File: config.mk
export PLATFORM = sky130hd
export DESIGN_NAME = stk_dribbler
export DESIGN_NICKNAME = d
export VERILOG_FILES = /design/src/rtl/stk_dribbler_pkg.sv /design/src/rtl/stk_occ_mon.sv /design/src/rtl/stk_xfer_fsm.sv /design/src/rtl/stk_dribbler.sv
export SDC_FILE = /design/constraint.sdc
export NUM_CORES = 1
export LEC_CHECK = 0
export BUFFER_PORTS_ARGS = -buffer_cell sky130_fd_sc_hd__buf_2
export CORE_MARGIN = 3
export CORE_UTILIZATION = 38
export CTS_CLUSTER_DIAMETER = 50
export DETAILED_ROUTE_END_ITERATION = 10
export HOLD_SLACK_MARGIN = 0.08
export PLACE_DENSITY = 0.75
export SYNTH_ARGS = -nofsm -noshare
export SYNTH_HDL_FRONTEND = slang
export SYNTH_HIERARCHICAL = 1
export SYNTH_SLANG_ARGS = --single-unit
export TNS_END_PERCENT = 20
File: constraint.sdc
create_clock -name clk_i -period 9.03 [get_ports clk_i]
set_input_delay 1.3545 -clock clk_i [delete_from_list [all_inputs] [get_ports clk_i]]
set_output_delay 1.3545 -clock clk_i [all_outputs]
set_load 0.005 [all_outputs]
File: src/rtl/stk_dribbler_pkg.sv
package stk_dribbler_pkg;
  typedef enum logic [2:0] {
    ST_IDLE,
    ST_SPILL_RD,
    ST_SPILL_WR,
    ST_FILL_REQ,
    ST_FILL_WR
  } drib_state_e;
endpackage

File: src/rtl/stk_occ_mon.sv
module stk_occ_mon #(
  parameter int AW         = 12,
  parameter int IDX_W      = 6,
  parameter int MIN_OCC    = 4,
  parameter int MAX_OCC    = 62,
  parameter int SPILL_MARK = 48
) (
  input  logic             clk_i,
  input  logic             rst_ni,
  input  logic             en_i,
  input  logic [IDX_W-1:0] fill_mark_i,
  input  logic [AW-1:0]    top_ptr_i,
  input  logic [AW-1:0]    bot_ptr_i,
  output logic             hold_o,
  output logic             spill_need_o,
  output logic             fill_need_o,
  output logic             cfg_err_o
);
  localparam logic [IDX_W-1:0] MinOcc   = IDX_W'(MIN_OCC);
  localparam logic [IDX_W-1:0] MaxOcc   = IDX_W'(MAX_OCC);
  localparam logic [IDX_W-1:0] SpillLim = IDX_W'(SPILL_MARK);

  logic [AW-1:0]    span;
  logic [IDX_W-1:0] occ;
  logic [IDX_W-1:0] fill_eff;

  assign span = top_ptr_i - bot_ptr_i + AW'(1);
  assign occ  = span[IDX_W-1:0];

  // clamp the programmed threshold so the guarantee window is always reachable
  always_comb begin
    if (fill_mark_i < MinOcc)      fill_eff = MinOcc;
    else if (fill_mark_i > MaxOcc) fill_eff = MaxOcc;
    else                           fill_eff = fill_mark_i;
  end

  assign hold_o       = en_i && ((occ < MinOcc) || (occ > MaxOcc));
  assign spill_need_o = occ > SpillLim;
  assign fill_need_o  = occ < fill_eff;
  assign cfg_err_o    = en_i && (fill_mark_i == '0);

  AST_HOLD_OFF: assert property (@(posedge clk_i) disable iff (!rst_ni)
    !en_i |-> !hold_o);

endmodule

File: src/rtl/stk_xfer_fsm.sv
module stk_xfer_fsm
  import stk_dribbler_pkg::*;
#(
  parameter int AW    = 12,
  parameter int DW    = 16,
  parameter int IDX_W = 6
) (
  input  logic             clk_i,
  input  logic             rst_ni,
  input  logic             en_i,
  input  logic             spill_need_i,
  input  logic             fill_need_i,
  input  logic             bot_ld_i,
  input  logic [AW-1:0]    bot_ld_val_i,
  output logic [AW-1:0]    bot_o,
  output logic             mem_req_o,
  output logic             mem_we_o,
  output logic [AW-1:0]    mem_addr_o,
  output logic [DW-1:0]    mem_wdata_o,
  input  logic             mem_rdy_i,
  input  logic [DW-1:0]    mem_rdata_i,
  output logic             cache_re_o,
  output logic [IDX_W-1:0] cache_ridx_o,
  input  logic [DW-1:0]    cache_rdata_i,
  output logic             cache_we_o,
  output logic [IDX_W-1:0] cache_widx_o,
  output logic [DW-1:0]    cache_wdata_o
);
  drib_state_e   state_q, state_d;
  logic [AW-1:0] bot_q, bot_d;
  logic [AW-1:0] addr_q, addr_d;
  logic [DW-1:0] buf_q, buf_d;
  logic          start_ok;

  assign start_ok = en_i && !bot_ld_i;

  always_comb begin
    state_d = state_q;
    addr_d  = addr_q;
    buf_d   = buf_q;
    unique case (state_q)
      ST_IDLE: begin
        if (start_ok && spill_need_i) begin
          state_d = ST_SPILL_RD;
          addr_d  = bot_q;
        end else if (start_ok && fill_need_i) begin
          state_d = ST_FILL_REQ;
          addr_d  = bot_q - AW'(1);
        end
      end
      ST_SPILL_RD: begin
        state_d = ST_SPILL_WR;
        buf_d   = cache_rdata_i;
      end
      ST_SPILL_WR: if (mem_rdy_i) state_d = ST_IDLE;
      ST_FILL_REQ: begin
        if (mem_rdy_i) begin
          state_d = ST_FILL_WR;
          buf_d   = mem_rdata_i;
        end
      end
      ST_FILL_WR: state_d = ST_IDLE;
      default:    state_d = ST_IDLE;
    endcase
  end

  always_comb begin
    bot_d = bot_q;
    if (bot_ld_i)                                bot_d = bot_ld_val_i;
    else if (state_q == ST_SPILL_WR && mem_rdy_i) bot_d = bot_q + AW'(1);
    else if (state_q == ST_FILL_WR)              bot_d = bot_q - AW'(1);
  end

  always_ff @(posedge clk_i or negedge rst_ni) begin
    if (!rst_ni) begin
      state_q <= ST_IDLE;
      bot_q   <= '0;
      addr_q  <= '0;
      buf_q   <= '0;
    end else begin
      state_q <= state_d;
      bot_q   <= bot_d;
      addr_q  <= addr_d;
      buf_q   <= buf_d;
    end
  end

  assign bot_o         = bot_q;
  assign mem_req_o     = (state_q == ST_SPILL_WR) || (state_q == ST_FILL_REQ);
  assign mem_we_o      = (state_q == ST_SPILL_WR);
  assign mem_addr_o    = addr_q;
  assign mem_wdata_o   = buf_q;
  assign cache_re_o    = (state_q == ST_SPILL_RD);
  assign cache_ridx_o  = addr_q[IDX_W-1:0];
  assign cache_we_o    = (state_q == ST_FILL_WR);
  assign cache_widx_o  = addr_q[IDX_W-1:0];
  assign cache_wdata_o = buf_q;

  AST_REQ_STABLE: assert property (@(posedge clk_i) disable iff (!rst_ni)
    (mem_req_o && !mem_rdy_i) |=> (mem_req_o && $stable(mem_addr_o) && $stable(mem_we_o)));

  AST_BOT_STEP: assert property (@(posedge clk_i) disable iff (!rst_ni)
    !bot_ld_i |=> ((bot_o == $past(bot_o)) || (bot_o == $past(bot_o) + AW'(1)) ||
                   (bot_o == $past(bot_o) - AW'(1))));

  AST_BOT_LOAD: assert property (@(posedge clk_i) disable iff (!rst_ni)
    bot_ld_i |=> (bot_o == $past(bot_ld_val_i)));

  AST_IDLE_OFF: assert property (@(posedge clk_i) disable iff (!rst_ni)
    (state_q == ST_IDLE && !en_i) |=> (state_q == ST_IDLE));

  AST_SPILL_FIRST: assert property (@(posedge clk_i) disable iff (!rst_ni)
    (state_q == ST_IDLE && start_ok && spill_need_i) |=> (state_q == ST_SPILL_RD));

  AST_ONE_XFER: assert property (@(posedge clk_i) disable iff (!rst_ni)
    !(mem_req_o && (cache_re_o || cache_we_o)));

endmodule

File: src/rtl/stk_dribbler.sv
module stk_dribbler #(
  parameter int AW         = 12,
  parameter int DW         = 16,
  parameter int IDX_W      = 6,
  parameter int TOP_KEEP   = 4,
  parameter int FREE_KEEP  = 2,
  parameter int SPILL_MARK = 48
) (
  input  logic             clk_i,
  input  logic             rst_ni,
  input  logic             dre_en_i,
  input  logic [IDX_W-1:0] fill_mark_i,
  input  logic [AW-1:0]    top_ptr_i,
  input  logic             bot_ld_i,
  input  logic [AW-1:0]    bot_ld_val_i,
  output logic [AW-1:0]    bot_o,
  output logic             hold_o,
  output logic             cfg_err_o,
  output logic             mem_req_o,
  output logic             mem_we_o,
  output logic [AW-1:0]    mem_addr_o,
  output logic [DW-1:0]    mem_wdata_o,
  input  logic             mem_rdy_i,
  input  logic [DW-1:0]    mem_rdata_i,
  output logic             cache_re_o,
  output logic [IDX_W-1:0] cache_ridx_o,
  input  logic [DW-1:0]    cache_rdata_i,
  output logic             cache_we_o,
  output logic [IDX_W-1:0] cache_widx_o,
  output logic [DW-1:0]    cache_wdata_o
);
  localparam int Entries = 1 << IDX_W;
  localparam int MinOcc  = TOP_KEEP;
  localparam int MaxOcc  = Entries - FREE_KEEP;

  logic spill_need, fill_need;

  stk_occ_mon #(
    .AW(AW), .IDX_W(IDX_W), .MIN_OCC(MinOcc), .MAX_OCC(MaxOcc), .SPILL_MARK(SPILL_MARK)
  ) u_occ (
    .clk_i        (clk_i),
    .rst_ni       (rst_ni),
    .en_i         (dre_en_i),
    .fill_mark_i  (fill_mark_i),
    .top_ptr_i    (top_ptr_i),
    .bot_ptr_i    (bot_o),
    .hold_o       (hold_o),
    .spill_need_o (spill_need),
    .fill_need_o  (fill_need),
    .cfg_err_o    (cfg_err_o)
  );

  stk_xfer_fsm #(
    .AW(AW), .DW(DW), .IDX_W(IDX_W)
  ) u_fsm (
    .clk_i         (clk_i),
    .rst_ni        (rst_ni),
    .en_i          (dre_en_i),
    .spill_need_i  (spill_need),
    .fill_need_i   (fill_need),
    .bot_ld_i      (bot_ld_i),
    .bot_ld_val_i  (bot_ld_val_i),
    .bot_o         (bot_o),
    .mem_req_o     (mem_req_o),
    .mem_we_o      (mem_we_o),
    .mem_addr_o    (mem_addr_o),
    .mem_wdata_o   (mem_wdata_o),
    .mem_rdy_i     (mem_rdy_i),
    .mem_rdata_i   (mem_rdata_i),
    .cache_re_o    (cache_re_o),
    .cache_ridx_o  (cache_ridx_o),
    .cache_rdata_i (cache_rdata_i),
    .cache_we_o    (cache_we_o),
    .cache_widx_o  (cache_widx_o),
    .cache_wdata_o (cache_wdata_o)
  );

  AST_RESET_QUIET: assert property (@(posedge clk_i) disable iff (!rst_ni)
    $rose(rst_ni) |-> (!mem_req_o && !cache_we_o));

endmodule

== Word-level counts from Yosys, hierarchy flattened ==
Cells that the tools add are included.

* Bits in registers: 43

* Add/subtract/negate cells: 4
* Order comparisons: 6
* Eq/ne operators: 7
* Mux-type cells: 14
* Reductions and logical operators: 17

{| class="wikitable"
|+ Operator list
! kind !! number
|-
| $mux W12 || 5
|-
| $pmux W16 S2 || 1
|-
| $gt A6 B6 Y1 const B || 3
|-
| $mux W16 || 1
|-
| $add A12 B1 Y12 const B || 1
|-
| $lt A6 B3 Y1 const B || 2
|-
| $mux W3 || 4
|-
| $mux W6 || 2
|-
| $pmux W3 S4 || 1
|-
| $sub A12 B1 Y12 const B || 1
|-
| $add A6 B1 Y6 const B || 1
|-
| $eq A3 B2 Y1 const B || 2
|-
| $logic_and A1 B1 Y1 || 6
|-
| $logic_not A6 Y1 || 1
|-
| $lt A6 B6 Y1 || 1
|-
| $sub A6 B6 Y6 || 1
|-
| $reduce_and A2 Y1 || 2
|-
| $reduce_bool A2 Y1 || 2
|-
| $eq A3 B1 Y1 const B || 1
|-
| $eq A3 B3 Y1 const B || 1
|-
| $logic_not A3 Y1 || 1
|-
| $ne A3 B1 Y1 const B || 1
|-
| $reduce_and A3 Y1 || 1
|-
| $reduce_bool A3 Y1 || 1
|-
| 4 further kinds || 5
|}

== Logic depth before layout (Yosys ltp) ==
* Depth in word-level cells: 8
* Depth in mapped cells: 16
* Mapped depth without buffers: 15

== Hierarchy ==
Netlist, hierarchy kept.

{| class="wikitable"
|+ Modules (own cells, without submodules)
! module !! instances !! cells each !! area an instance (sq um) !! seq. area each (sq um)
|-
| stk_xfer_fsm || 1 || 316 || 2852.7 || 1076.0
|-
| stk_occ_mon || 1 || 54 || 426.7 || 0.0
|}

== Worst setup path after synthesis ==
OpenSTA, ideal clock, no wires.

* Path kind: input port to output port
* From: in top_ptr_i[1]
* To: out hold_o
* Arrival time: 3.361 ns
* Setup slack: 4.315 ns
* Stages on the path: 10
* Buffers on the path: 0
* Path through: inv_1 -> ha_1 -> inv_1 -> ha_1 -> fa_1 -> a21o_1 -> a21oi_2 -> xnor2_1 -> or4_1 -> a21boi_1

* Longest elaborated chain between the ends: 5
* Elaborated cells between the ends (all ways): 6
* Those cells by class: add/sub: 2; order compare: 2; reduce/logical: 2

{| class="wikitable"
|+ RTL lines
! item !! RTL line !! source
|-
| start, declared || stk_dribbler.sv:13 || <nowiki>input logic [AW-1:0] top_ptr_i,</nowiki>
|-
| $sub A6 B6 Y6 (*) || stk_occ_mon.sv:27 || <nowiki>assign span = top_ptr_i - bot_ptr_i + AW'(1);</nowiki>
|-
| $add A6 B1 Y6 (*) || stk_occ_mon.sv:27 ||
|-
| $lt A6 B3 Y1 or $gt A6 B6 Y1 (tied branches) || stk_occ_mon.sv:37 || <nowiki>assign hold_o = en_i && ((occ < MinOcc) || (occ > MaxOcc));</nowiki>
|-
| $logic_or A1 B1 Y1 (*) || stk_occ_mon.sv:37 ||
|-
| $logic_and A1 B1 Y1 (*) || stk_occ_mon.sv:37 ||
|-
| end, declared || stk_dribbler.sv:17 || <nowiki>output logic hold_o,</nowiki>
|}

Every way passes the cells marked *; elsewhere a longest branch is shown, timed or not.

== Final worst setup path ==
Ends and elaborated chain as after synthesis.

==> impl_metrics.toml <==
[setup_path]
path_delay_family = "adder cells"
cp.arrival_ps = 3640
r2r-start = "u_fsm/bot_o[1]"
worst-path-buf-inv = 4
worstPathRequired_ps = 7680
critPathKind = "in2out"
r2r_slack_ps = 5120
r2r-end = "u_fsm/mem_addr_o[0]"
rr_worst_depth = 14
startpoint_type = "input pin"
crit_fanout = 4
worst_path_max_delay_cell = "or4_1"
crit_chain = "buf_2 -> inv_1 -> ha_1 -> inv_1 -> ha_1 -> fa_1 -> a21o_1 -> a21oi_2 -> xnor2_1 -> or4_1 -> a21boi_1 -> buf_2"
slowest_delay_ps = 520
cp-end-kind = "output pin"

[floorplanning]
std_cell_rows = 33
die_area_mm2 = 0.00978
io-pin-count = 141
core_area_mm2 = 0.00830
die_h_um = 98.9
die_w_um = 98.9
start_util = 0.395

[place]
place_congestion = 0.838
dp_cells = 557
dp_hpwl_um = 6530
port-buffer-count = 134

[timing]
final.setup.tns_ps = 0
fin_crit_sh = 0.553
setup_violations = 0
fmax_ghz = 0.200
finalCriticalPeriod_ps = 5000
slew_headroom = 0.332
hold_viol_final = 0
report.final.slew_viol_count = 0
rsz0062_at_grt = "false"
fin_skew_ps = 13.5
worst_pin_slew_ps = 1000

[logic_synthesis]
async_reset_ff_frac = 1.00
syn_inst = 370
yosys_warnings = 6
avgSynthCellArea_um2 = 8.86
yosys.cell_types.count = 61
syn_area_mm2 = 0.00328
synth_flop_cell = "dfrtp_1"
yosys_register_bits = 43
syn_nets = 453
ys_seq_area_frac = 0.328
synth_edf_count = 0

[grt]
grt_util_all_layers = 0.164
gr-total-overflow = 0
antenna_found_initial = 0
first_global_vias = 2785
grt_max_degree = 44
grt_pass1_wl_um = 13400

[detailed_routing]
remaining_drc_errors = 0
firstDrtPassIters = 4
viasPerCell = 5.22
wl_per_cell_um = 14.8
drtAntennaViolNets = 0
first_iter_violations = 117
routed_wl_um = 8340
vias = 2947

[clocking]
holdBufCountCts = 0
worstSkewPairLatency_ps = 300
clk_pin_slew_ps = 80
cts_setup_buffers = 0
cts_resized = 0
cts-buffers-inserted = 5
cts_sinks = 43
cts_buffer_depth = 2
cts_tree = "done"
h-tree-depth = 2
cts-root-buf = "clkbuf_8"

[power]
p_per_area_mw_per_mm2 = 275
vdd_drop_max_mv = 0.101
p_leak_uw = 0.00191

[finish]
areaGrowthSynthToFinish_pct = 15.7
fin_cells = 565
layout-drive-gt1-share = 0.350
nets = 542
finalCoreUtilization = 0.457
fillers = 862
diodes = 0

[hold_path]
hp-class = "reg2reg"
min_delay_path_depth = 2
hp-start = "u_fsm/cache_wdata_o[12]"
hold_end = "u_fsm/cache_wdata_o[12]"

[run]
maxCapViolations = 0

[status]
status = "finished clean"
per-layer routing:
layer	wire length (µm)	track usage	share of wire	vias up
met5	0	0	0	-
met4	42	0.0221	0.0050	0
met3	742	0.0333	0.089	6
met2	4090	0.298	0.49	139
met1	3470	0.206	0.42	1355
li1	-	-	-	1447
metrics by stage:
| step | area (µm²) | hold WS, ps | worst slack, ps | total power, µW |
|---|---|---|---|---|
| 2_1_floorplan | 3280 | 496 | 4310 | 797 |
| 3_3_place_gp | 3710 | 481 | 4030 | 916 |
| 3_5_place_dp | 3710 | 492 | 4020 | 935 |
| 4_1_cts | 3790 | 511 | 4020 | 1060 |
| 5_1_grt | 3790 | 550 | 3870 | 1140 |
| 6_report | 3790 | 510 | 4030 | 1040 |
cell type report:
| class | instances | area, µm² | share of cell area |
|---|---|---|---|
| multi-input cells | 255 | 1750 | 0.462 |
| flip-flops and latches | 43 | 1080 | 0.284 |
| repair buffers | 135 | 678 | 0.179 |
| well taps | 105 | 131 | 0.0346 |
| clock buffers | 6 | 72.6 | 0.0191 |
| inverters | 19 | 71.3 | 0.0188 |
| clock inverters | 2 | 12.5 | 0.00330 |
logic make-up (layout without fill, tap and decap cells):
| logic type | Yosys count | after routing | share of synthesized area |
|---|---|---|---|
| fa+ha+maj | 17 | 17 | 0.0664 |
| simple gates | 116 | 116 | 0.188 |
| compound gates | 76 | 76 | 0.146 |
| mux | 22 | 22 | 0.0694 |
| buf+inv | 72 | 162 | 0.138 |
| xor+xnor | 24 | 24 | 0.0641 |
| flops | 43 | 43 | 0.328 |
cells in the final DEF, fill, tap and decap left out, types with 5 or more instances in the layout:
master      n
buf_2     134
dfrtp_1    43
nand2_1    36
nor2_1     30
o21ai_0    25
inv_1      19
a21oi_1    16
mux2i_1    16
xnor2_1    15
ha_1       15
nor3_1     12
xor2_1      9
nand3_1     7
mux2_2      6
clkbuf_8    5
nor4_1      5
worst reg2reg max path: stages (launching register included):
cell and delay [ps]:
dfrtp_1 530, ha_1 350, inv_1 40, ha_1 210, fa_1 500, ha_1 340
a21o_2 210, a21oi_1 120, o21ai_0 90, maj3_1 370, a21oi_1 190, o211ai_1 120
nor2_1 110, buf_4 260, mux2_2 360
synth_stat cells (2+ instances only):
master	number	area, µm²
nor2_1	30	113
xor2_1	9	78.8
buf_6	7	78.8
o21ai_0	25	125
a31oi_1	4	25.0
dfrtp_1	43	1080
nand3_1	7	35.0
inv_1	19	71.3
buf_2	7	35.0
nor2b_1	2	12.5
a21oi_2	3	26.3
a221oi_1	2	17.5
mux2i_1	16	160
nor3_1	12	60.1
nand4_1	4	25.0
a21oi_1	16	80.1
a21o_1	2	15.0
o31a_1	2	17.5
o21ai_1	3	15.0
nand2_1	36	135
mux2_2	6	67.6
buf_4	32	240
or4_1	2	15.0
clkbuf_1	7	26.3
nor4_1	5	31.3
o41ai_1	3	26.3
xnor2_1	15	131
o31ai_1	2	15.0
o211ai_1	3	22.5
ha_1	15	188
flip-flops by register name, summed over array words and instances (netlist names):
register / cells
u_fsm/bot_o: 12
u_fsm/cache_wdata_o: 16
u_fsm/mem_addr_o: 12
u_fsm/state_q: 3
how the worst max path moves through the flow:
stage	slack, ps	cells after the start	start	to
final	4030	12	top_ptr_i[1]	hold_o
after global routing	3870	12	top_ptr_i[1]	hold_o
after CTS	4020	12	top_ptr_i[1]	hold_o
after detailed placement	4020	12	top_ptr_i[1]	hold_o
after global placement	4030	12	top_ptr_i[1]	hold_o
after floorplan	4310	10	top_ptr_i[1]	hold_o
report_power, final:
group          internal (µW)  total, µW  switching, µW
Combinational            260        543            282
Sequential               275        381            106
Clock                   54.1        120           65.9
Power figures use the tool's default switching activity.
